`config.mk`:
```
export PLATFORM = sky130hd
export DESIGN_NAME = gate_prot_seq
export DESIGN_NICKNAME = d
export VERILOG_FILES = /design/src/rtl/gps_pkg.sv /design/src/rtl/gps_in_filter.sv /design/src/rtl/gps_grace_seq.sv /design/src/rtl/gps_desat_mon.sv /design/src/rtl/gate_prot_seq.sv
export SDC_FILE = /design/constraint.sdc
export NUM_CORES = 1
export LEC_CHECK = 0
export ABC_AREA = 1
export BUFFER_PORTS_ARGS = -buffer_cell sky130_fd_sc_hd__buf_2
export CAP_MARGIN = 25
export CORE_UTILIZATION = 35
export CTS_CLUSTER_DIAMETER = 60
export CTS_CLUSTER_SIZE = 8
export DETAILED_ROUTE_END_ITERATION = 10
export HOLD_SLACK_MARGIN = 0.06
export SLEW_MARGIN = 15
export SYNTH_ARGS = -nofsm -noshare
export SYNTH_HDL_FRONTEND = slang
export SYNTH_SLANG_ARGS = --single-unit
```
`constraint.sdc`:
```
create_clock -name clk -period 3.45 [get_ports clk]
set_clock_uncertainty 0.2 [all_clocks]
set_input_delay 0.69 -clock clk [delete_from_list [all_inputs] [get_ports clk]]
set_output_delay 0.69 -clock clk [all_outputs]
set_load 0.02 [all_outputs]
```
`src/rtl/gps_pkg.sv`:
```
package gps_pkg;

    typedef enum logic [2:0] {
        SQ_RUN   = 3'd0,
        SQ_WAIT  = 3'd1,
        SQ_GRACE = 3'd2,
        SQ_OFF   = 3'd3,
        SQ_LOCK  = 3'd4
    } seq_st_e;

    typedef enum logic [1:0] {
        DS_IDLE  = 2'd0,
        DS_BLANK = 2'd1,
        DS_ARMED = 2'd2,
        DS_TRIP  = 2'd3
    } dsat_st_e;

    typedef struct packed {
        logic flag;
        logic force_off;
    } seq_out_t;

    function automatic int cnt_width(input int n);
        return (n < 2) ? 1 : $clog2(n);
    endfunction

    function automatic int max2(input int a, input int b);
        return (a > b) ? a : b;
    endfunction

endpackage

```
`src/rtl/gps_in_filter.sv`:
```
module gps_in_filter
    import gps_pkg::*;
#(
    parameter int MIN_PW = 4
) (
    input  logic clk,
    input  logic rst,
    input  logic cmd_in,
    output logic cmd_f
);
    localparam int CW = cnt_width(MIN_PW);
    localparam logic [CW-1:0] LAST = CW'(MIN_PW - 1);

    logic [CW-1:0] run_cnt;

    always_ff @(posedge clk) begin
        if (rst) begin
            cmd_f   <= 1'b0;
            run_cnt <= '0;
        end else if (cmd_in == cmd_f) begin
            run_cnt <= '0;
        end else if (run_cnt == LAST) begin
            cmd_f   <= cmd_in;
            run_cnt <= '0;
        end else begin
            run_cnt <= run_cnt + 1'b1;
        end
    end

    p_change_needs_input_r3: assert property (@(posedge clk) disable iff (rst)
        (cmd_f != $past(cmd_f)) |-> (cmd_f == $past(cmd_in)));

endmodule

```
`src/rtl/gps_grace_seq.sv`:
```
module gps_grace_seq
    import gps_pkg::*;
#(
    parameter int FLT_DLY      = 1825,
    parameter int GRACE_DLY    = 3000,
    parameter bit START_LOCKED = 1'b1
) (
    input  logic     clk,
    input  logic     rst,
    input  logic     trip,
    input  logic     clear,
    output seq_out_t st_o
);
    localparam int CW = cnt_width(max2(FLT_DLY, GRACE_DLY));
    localparam logic [CW-1:0] FLT_LAST   = CW'(FLT_DLY - 1);
    localparam logic [CW-1:0] GRACE_LAST = CW'(GRACE_DLY - 1);

    seq_st_e       st;
    logic [CW-1:0] cnt;

    always_ff @(posedge clk) begin
        if (rst) begin
            st  <= START_LOCKED ? SQ_LOCK : SQ_RUN;
            cnt <= '0;
        end else begin
            unique case (st)
                SQ_RUN: begin
                    cnt <= '0;
                    if (trip) st <= SQ_WAIT;
                end
                SQ_WAIT: begin
                    if (clear) begin
                        st <= SQ_RUN;
                    end else if (cnt == FLT_LAST) begin
                        st  <= SQ_GRACE;
                        cnt <= '0;
                    end else begin
                        cnt <= cnt + 1'b1;
                    end
                end
                SQ_GRACE: begin
                    if (clear) begin
                        st <= SQ_RUN;
                    end else if (cnt == GRACE_LAST) begin
                        st  <= SQ_OFF;
                        cnt <= '0;
                    end else begin
                        cnt <= cnt + 1'b1;
                    end
                end
                SQ_OFF, SQ_LOCK: begin
                    cnt <= '0;
                    if (clear) st <= SQ_RUN;
                end
                default: st <= SQ_RUN;
            endcase
        end
    end

    always_comb begin
        st_o.flag      = (st == SQ_GRACE) || (st == SQ_OFF);
        st_o.force_off = (st == SQ_OFF) || (st == SQ_LOCK);
    end

    p_force_after_flag_r5: assert property (@(posedge clk) disable iff (rst)
        $rose(st_o.force_off) |-> $past(st_o.flag));

    p_clear_cancels_r7: assert property (@(posedge clk) disable iff (rst)
        (clear && st_o.flag) |=> !st_o.flag);

endmodule

```
`src/rtl/gps_desat_mon.sv`:
```
module gps_desat_mon
    import gps_pkg::*;
#(
    parameter int BLANK_W = 8
) (
    input  logic               clk,
    input  logic               rst,
    input  logic               gate_on,
    input  logic               cmd_f,
    input  logic               desat_hi,
    input  logic [BLANK_W-1:0] blank_cycles,
    output logic               tripped,
    output logic               discharge
);
    dsat_st_e           st;
    logic [BLANK_W-1:0] cnt;
    logic [BLANK_W-1:0] blank_last;

    assign blank_last = (blank_cycles == '0) ? '0 : blank_cycles - 1'b1;

    always_ff @(posedge clk) begin
        if (rst) begin
            st  <= DS_IDLE;
            cnt <= '0;
        end else begin
            unique case (st)
                DS_IDLE: begin
                    cnt <= '0;
                    if (gate_on) st <= DS_BLANK;
                end
                DS_BLANK: begin
                    if (!gate_on) begin
                        st <= DS_IDLE;
                    end else if (cnt >= blank_last) begin
                        st <= DS_ARMED;
                    end else begin
                        cnt <= cnt + 1'b1;
                    end
                end
                DS_ARMED: begin
                    if (!gate_on)     st <= DS_IDLE;
                    else if (desat_hi) st <= DS_TRIP;
                end
                DS_TRIP: begin
                    cnt <= '0;
                    if (!cmd_f) st <= DS_IDLE;
                end
                default: st <= DS_IDLE;
            endcase
        end
    end

    assign tripped   = (st == DS_TRIP);
    assign discharge = !((st == DS_BLANK) || (st == DS_ARMED));

    p_discharge_when_off_r9: assert property (@(posedge clk) disable iff (rst)
        !gate_on |=> discharge);

    p_trip_cause_r10: assert property (@(posedge clk) disable iff (rst)
        $rose(tripped) |-> ($past(desat_hi) && $past(gate_on)));

endmodule

```
`src/rtl/gate_prot_seq.sv`:
```
module gate_prot_seq
    import gps_pkg::*;
#(
    parameter int MIN_PW    = 4,
    parameter int FLT_DLY   = 1825,
    parameter int GRACE_DLY = 3000,
    parameter int BLANK_W   = 8
) (
    input  logic               clk,
    input  logic               rst,
    input  logic               cmd_in,
    input  logic               sup_above_on,
    input  logic               sup_below_off,
    input  logic               desat_hi,
    input  logic               over_temp,
    input  logic [BLANK_W-1:0] blank_cycles,
    output logic               gate_on,
    output logic               fault_n,
    output logic               desat_discharge
);
    localparam int NSEQ = 2;

    logic            cmd_f;
    logic            ds_trip;
    logic [NSEQ-1:0] seq_trip;
    logic [NSEQ-1:0] seq_clear;
    seq_out_t        seq_o [NSEQ];
    logic            any_flag;
    logic            any_force;

    gps_in_filter #(.MIN_PW(MIN_PW)) u_filt (
        .clk    (clk),
        .rst    (rst),
        .cmd_in (cmd_in),
        .cmd_f  (cmd_f)
    );

    // lane 0: supply monitor (starts locked); lane 1: thermal monitor
    assign seq_trip[0]  = sup_below_off;
    assign seq_clear[0] = sup_above_on;
    assign seq_trip[1]  = over_temp;
    assign seq_clear[1] = !over_temp;

    for (genvar i = 0; i < NSEQ; i++) begin : g_seq
        gps_grace_seq #(
            .FLT_DLY      (FLT_DLY),
            .GRACE_DLY    (GRACE_DLY),
            .START_LOCKED (i == 0)
        ) u_seq (
            .clk   (clk),
            .rst   (rst),
            .trip  (seq_trip[i]),
            .clear (seq_clear[i]),
            .st_o  (seq_o[i])
        );
    end

    always_comb begin
        any_flag  = 1'b0;
        any_force = 1'b0;
        for (int i = 0; i < NSEQ; i++) begin
            any_flag  = any_flag  | seq_o[i].flag;
            any_force = any_force | seq_o[i].force_off;
        end
    end

    gps_desat_mon #(.BLANK_W(BLANK_W)) u_dsat (
        .clk          (clk),
        .rst          (rst),
        .gate_on      (gate_on),
        .cmd_f        (cmd_f),
        .desat_hi     (desat_hi),
        .blank_cycles (blank_cycles),
        .tripped      (ds_trip),
        .discharge    (desat_discharge)
    );

    assign gate_on = cmd_f && !any_force && !ds_trip;
    assign fault_n = !(any_flag || ds_trip);

    p_startup_hold_r4: assert property (@(posedge clk) disable iff (rst)
        ($past(rst) && !$past(sup_above_on)) |-> !gate_on);

    p_gate_off_on_trip_r10: assert property (@(posedge clk) disable iff (rst)
        !fault_n && $past(!fault_n) && $past(gate_on) && !any_flag |-> !gate_on);

endmodule

```
# Word level (Yosys, flattened, before mapping)

Cells that the tools add are included.

Input bits: 15
Register bits: 43
Output and inout bits: 3

$lt $le $gt $ge: 1
Bitwise gates (word level): 3
Multiplexer cells: 35
Eq/ne operators: 35
Add/subtract/negate cells: 5
Reduce and logical (&&, ||, !) cells: 32

Operators by type and width:

| kind                                                  | count |
|---|---|
| two-way mux 12 bit                                    | 8 |
| case mux 12 bit (3 select lines)                      | 2 |
| two-way mux 3 bit                                     | 12 |
| adder 12 x 1 -> 12 bit, second input constant         | 2 |
| equality test 12 x 11 -> 1 bit, second input constant | 2 |
| equality test 12 bit, second input constant           | 2 |
| two-way mux 8 bit                                     | 3 |
| case mux 3 bit (4 select lines)                       | 2 |
| != test 2 bit, second input constant                  | 10 |
| case mux 8 bit (2 select lines)                       | 1 |
| equality test 3 x 2 -> 1 bit, second input constant   | 4 |
| two-way mux 2 bit                                     | 6 |
| != test 3 x 2 -> 1 bit, second input constant         | 4 |
| AND reduction 4 bit                                   | 3 |
| AND reduction 3 bit                                   | 3 |
| OR reduction 3 bit                                    | 3 |
| adder 8 x 1 -> 8 bit, second input constant           | 1 |
| greater-or-equal comparator 8 bit                     | 1 |
| zero test 8 bit                                       | 1 |
| case mux 2 bit (4 select lines)                       | 1 |
| subtractor 8 x 1 -> 8 bit, second input constant      | 1 |
| equality test 2 bit, second input constant            | 3 |
| equality test 3 x 1 -> 1 bit, second input constant   | 2 |
| equality test 3 bit, second input constant            | 2 |
| 16 further kinds                                      | 32 |

# Logic depth before layout (Yosys ltp)

Depth in word-level cells: 8
Gate-level depth with buffers: 20

# Hierarchy

A second synthesis with hierarchy kept.

Cell total of the unflattened synthesis: 478
Area total of the unflattened synthesis: 3096.7 µm²

By module, submodules not included:

| module                          | cells each | instances | sequential area each (µm²) | area each (µm²) |
|---|---|---|---|---|
| gps_desat_mon                   | 170        | 1         | 200.2                      | 1038.5 |
| gps_grace_seq at g_seq[0].u_seq | 147        | 1         | 300.3                      | 1013.5 |
| gps_grace_seq at g_seq[1].u_seq | 134        | 1         | 280.3                      | 875.8 |
| gps_in_filter                   | 17         | 1         | 60.1                       | 131.4 |
| gate_prot_seq                   | 10         | 1         | 0.0                        | 37.5 |

# Worst setup path after synthesis

No wires, ideal clock.

Kind: input port to flip-flop
Start point: in blank_cycles[0]
End point: reg u_dsat.cnt[2]
Required time: 3.135 ns
Path buffers: 1
Path slack: 0.465 ns
Arrival: 2.670 ns
Stages on the path: 17
Cell sequence: inv_1 > ha_1 > inv_1 > nor3_1 > nand2_1 > nor3_1 > inv_1 > nand2_1 > ha_1 > a21o_1 > nor2_1 > nand3_2 > nand2_4 > buf_6 > nand3_1 > nand2_1 > nor2_1

Longest elaborated chain between the ends: 5
Elaborated cells between the ends (all ways): 6
Classes of those cells: 1 x add/sub; 1 x order compare; 1 x eq/ne; 1 x mux; 2 x reduce/logical

RTL lines:

| item                                                                | line                | RTL |
|---|---|---|
| from (decl)                                                         | gate_prot_seq.sv:16 | `input logic [BLANK_W-1:0] blank_cycles,` |
| subtractor 8 x 1 -> 8 bit / zero test 8 bit (equally long branches) | gps_desat_mon.sv:19 | `assign blank_last = (blank_cycles == '0) ? '0 : blank_cycles - 1'b1;` |
| two-way mux 8 bit *                                                 | gps_desat_mon.sv:19 |  |
| greater-or-equal comparator 8 bit *                                 | gps_desat_mon.sv:34 | `end else if (cnt >= blank_last) begin` |
| != test 2 bit (no line) *                                           | n/a                 |  |
| AND reduction 3 bit (no line) *                                     | n/a                 |  |
| to (signal assigned)                                                | gps_desat_mon.sv:37 | `cnt <= cnt + 1'b1;` |
| to (decl)                                                           | gps_desat_mon.sv:16 | `logic [BLANK_W-1:0] cnt;` |

Every way passes the cells marked *; elsewhere a longest branch is shown, timed or not.
A chain may end at the register's enable or synchronous reset.

# Worst setup path after layout

Start point: in blank_cycles[0]
End point: reg u_dsat.cnt[1]

Same word-level chain as after synthesis.

==> results.ini <==
[synthesis]
yosys-top-cells-area=dfxtp_1 (30%), nand2_1 (14%), ha_1 (9.5%)
post_synth_fa_ha_maj_area_fraction=0.0949
netlist.top_cell.by_area=dfxtp_1
seq_cells_post_synth=42
synth_cell_types=31
synth.top_cell.area_share=0.304
synthesized_area_fraction_occupied_by_ao_oa_aoi_and_oai_cells=0.107
synth-xor-area-share=0.0285
yosysSeqAreaShare=0.304
postSynthAreaPerCell_sq_um=6.50
synthFlopType=dfxtp_1
synth_warnings=0
mappedNetlistNets=462
post_synth_and_or_nand_nor_area_fraction=0.383
postSynth.asyncResetShare=0
synth_top_family_by_area=simple AND/OR/NAND/NOR gates
yosys-mux-area-fraction=0
synthesis.area_sq_um=2770
post_synth_inst_count=426
synth_enable_flop_cells=0

[die]
core.rowCount=32
initial_utilization=0.360
top_level_ports=18
die-height_um=91.0
die_ar_sq_um=8270
floorplan.core_area_sq_um=7690
die_w_um=91.0

[cts]
hold_buffers=0
cts.path.max_buffers=2
clkSlewWorstSetupHoldPaths_ns=0.08
numCtsBuffers=5
cts_sinks=42
postCtsSetupRepairBufs=0
cts_repair_resize_count=0
ctsRootBufferMaster=clkbuf_8
tritoncts_clock_tree=yes
clock_insertion_delay_worst_skew_ns=0.30
count_of_h_tree_levels_built_during_cts=2

[worst_hold_path]
worstHoldPathType=register to register

[placed_design]
place.port_buffers=17
pre_cts_slack_ns=0.0873
globalplace.congestion=0.811
place_hpwl_mm=4.32

[timing]
hold_viol_final=0
finalSetupViolations=0
finalSetupTns_ns=0
post-route-worst-setup-slack_ns=0.426
finalCritPeriodShare=0.877
relSlewSlack=0.693
whs_ns=0.225
final_max_slew_viol_count=0
tightest_slew_ns=0.460
timing.final.crit_period_ns=3.02
rsz_0062_raised_after_global_routing=no
fmax_ghz=0.331

[finish]
layout.cells.most_common=nand2_1
num-nets-final=483
area_growth_pct=11.1
n_antenna_cell=0
post_route_cells_drive_above_1_share=0.101
layout.area.seq_sq_um=841
layout.cells.most_common_list=nand2_1 (105), nor2_1 (63), inv_1 (48)
area_of_the_multi_input_gates_sq_um=1700
layout.filler_cells=849

[run_status]
run_status=finished clean

[critical_path]
setup.worst_path.class=input port to register
required_ns=3.44
cp-start-kind=input port
end_kind=register
path_max_fanout=15
critical_path_arrival_ns=3.02

[power_and_ir_drop]
vdd.ir_drop.worst_mv=0.176
p_per_area_nw_per_um2=595
p_leak_uw=0.00141
post-layout-total-power_uw=1830

[grt]
grt_overflow_total=0
antenna_found_initial=0
track_usage=0.146
grt_start_max_net_pins=16
first_global_vias=2433
wire_length_of_the_first_global_routing_pass_mm=10.1

[route]
final_ant_viol_nets=0
dr.first_iter.drc_count=112
final_wirelength_mm=5.56
drt-wirelength-per-cell_um=10.1
vias_per_cell=4.76
firstDrtPassIters=4
drcViolationCount=0
routed-via-count=2614

[job]
drv.max_cap_violation_count=0

-- cells in the mapped netlist (2+ instances only) --
cell,number
a21o_1,2
a21oi_1,33
and3_1,2
buf_2,2
dfxtp_1,42
ha_1,21
inv_1,48
inv_2,6
nand2_1,105
nand2_2,2
nand3_1,31
nand3_2,4
nand4_1,3
nor2_1,63
nor2_2,2
nor3_1,23
nor3b_1,2
nor4_1,2
o211ai_1,2
o21ai_0,9
o21ai_1,2
o21bai_1,2
or2_2,3
xnor2_1,2
xor2_1,7
-- report_power, final --
| part | switching (uW) | internal, uW |
|---|---|---|
| registers | 90.4 | 565 |
| clock network | 176 | 232 |
| logic | 491 | 278 |
| total | 758 | 1080 |
-- per-stage QoR --
stage | instances | instance area, sq um | utilization
4_1_cts | 549 | 3080 | 0.400
3_5_place_dp | 542 | 2970 | 0.386
5_1_grt | 549 | 3080 | 0.400
2_1_floorplan | 426 | 2770 | -
6_report | 549 | 3080 | 0.400
3_3_place_gp | 542 | 2970 | 0.386
-- worst paths after layout --
path         slack [ns]                      endpoint                          from  cells past startpoint
min                0.22  u_filt.run_cnt[0]$_SDFF_PP0_  u_filt.run_cnt[0]$_SDFF_PP0_                      1
max reg2reg        1.56    u_dsat.cnt[1]$_SDFFE_PP0P_    u_dsat.cnt[0]$_SDFFE_PP0P_                     12
min reg2reg        0.22  u_filt.run_cnt[0]$_SDFF_PP0_  u_filt.run_cnt[0]$_SDFF_PP0_                      1
max                0.43    u_dsat.cnt[1]$_SDFFE_PP0P_               blank_cycles[0]                     18
-- metal layers --
metal / track usage / routed length (um)
met5: 0 / 0
met4: 0.0503 / 70
met3: 0.0318 / 189
met2: 0.240 / 2450
met1: 0.190 / 2850
-- registers in the layout, summed over array words and instances, names as in the netlist --
| signal | count |
|---|---|
| u_filt.cmd_f | 1 |
| u_dsat.st | 2 |
| g_seq.u_seq.cnt | 24 |
| g_seq.u_seq.st | 5 |
| u_dsat.cnt | 8 |
| u_filt.run_cnt | 2 |
-- cells by family after synthesis --
group	after synthesis
xor+xnor	9
fa+ha+maj	21
compound gates	52
buf+inv	58
flops	42
simple gates	244
-- area by class of cell --
cell class | count | share of cell area
repair buffers | 18 | 0.0301
clock buffers | 6 | 0.0268
well taps | 102 | 0.0415
multi-input cells | 326 | 0.553
clock inverters | 1 | 0.00976
flip-flops and latches | 42 | 0.273
inverters | 54 | 0.0659
-- critical path, cell delays in order --
cell	delay [ns]
buf_2	0.11
inv_1	0.06
ha_1	0.18
inv_1	0.04
nor3_1	0.23
nand2_1	0.12
nor3_1	0.29
inv_1	0.14
nand2_1	0.09
ha_1	0.23
a21oi_1	0.13
nor2_1	0.05
nor2_1	0.15
nand3_2	0.11
nand2_4	0.16
nand3_1	0.10
nand2_1	0.09
nor2_1	0.04
(Power assumes the default switching activity.)
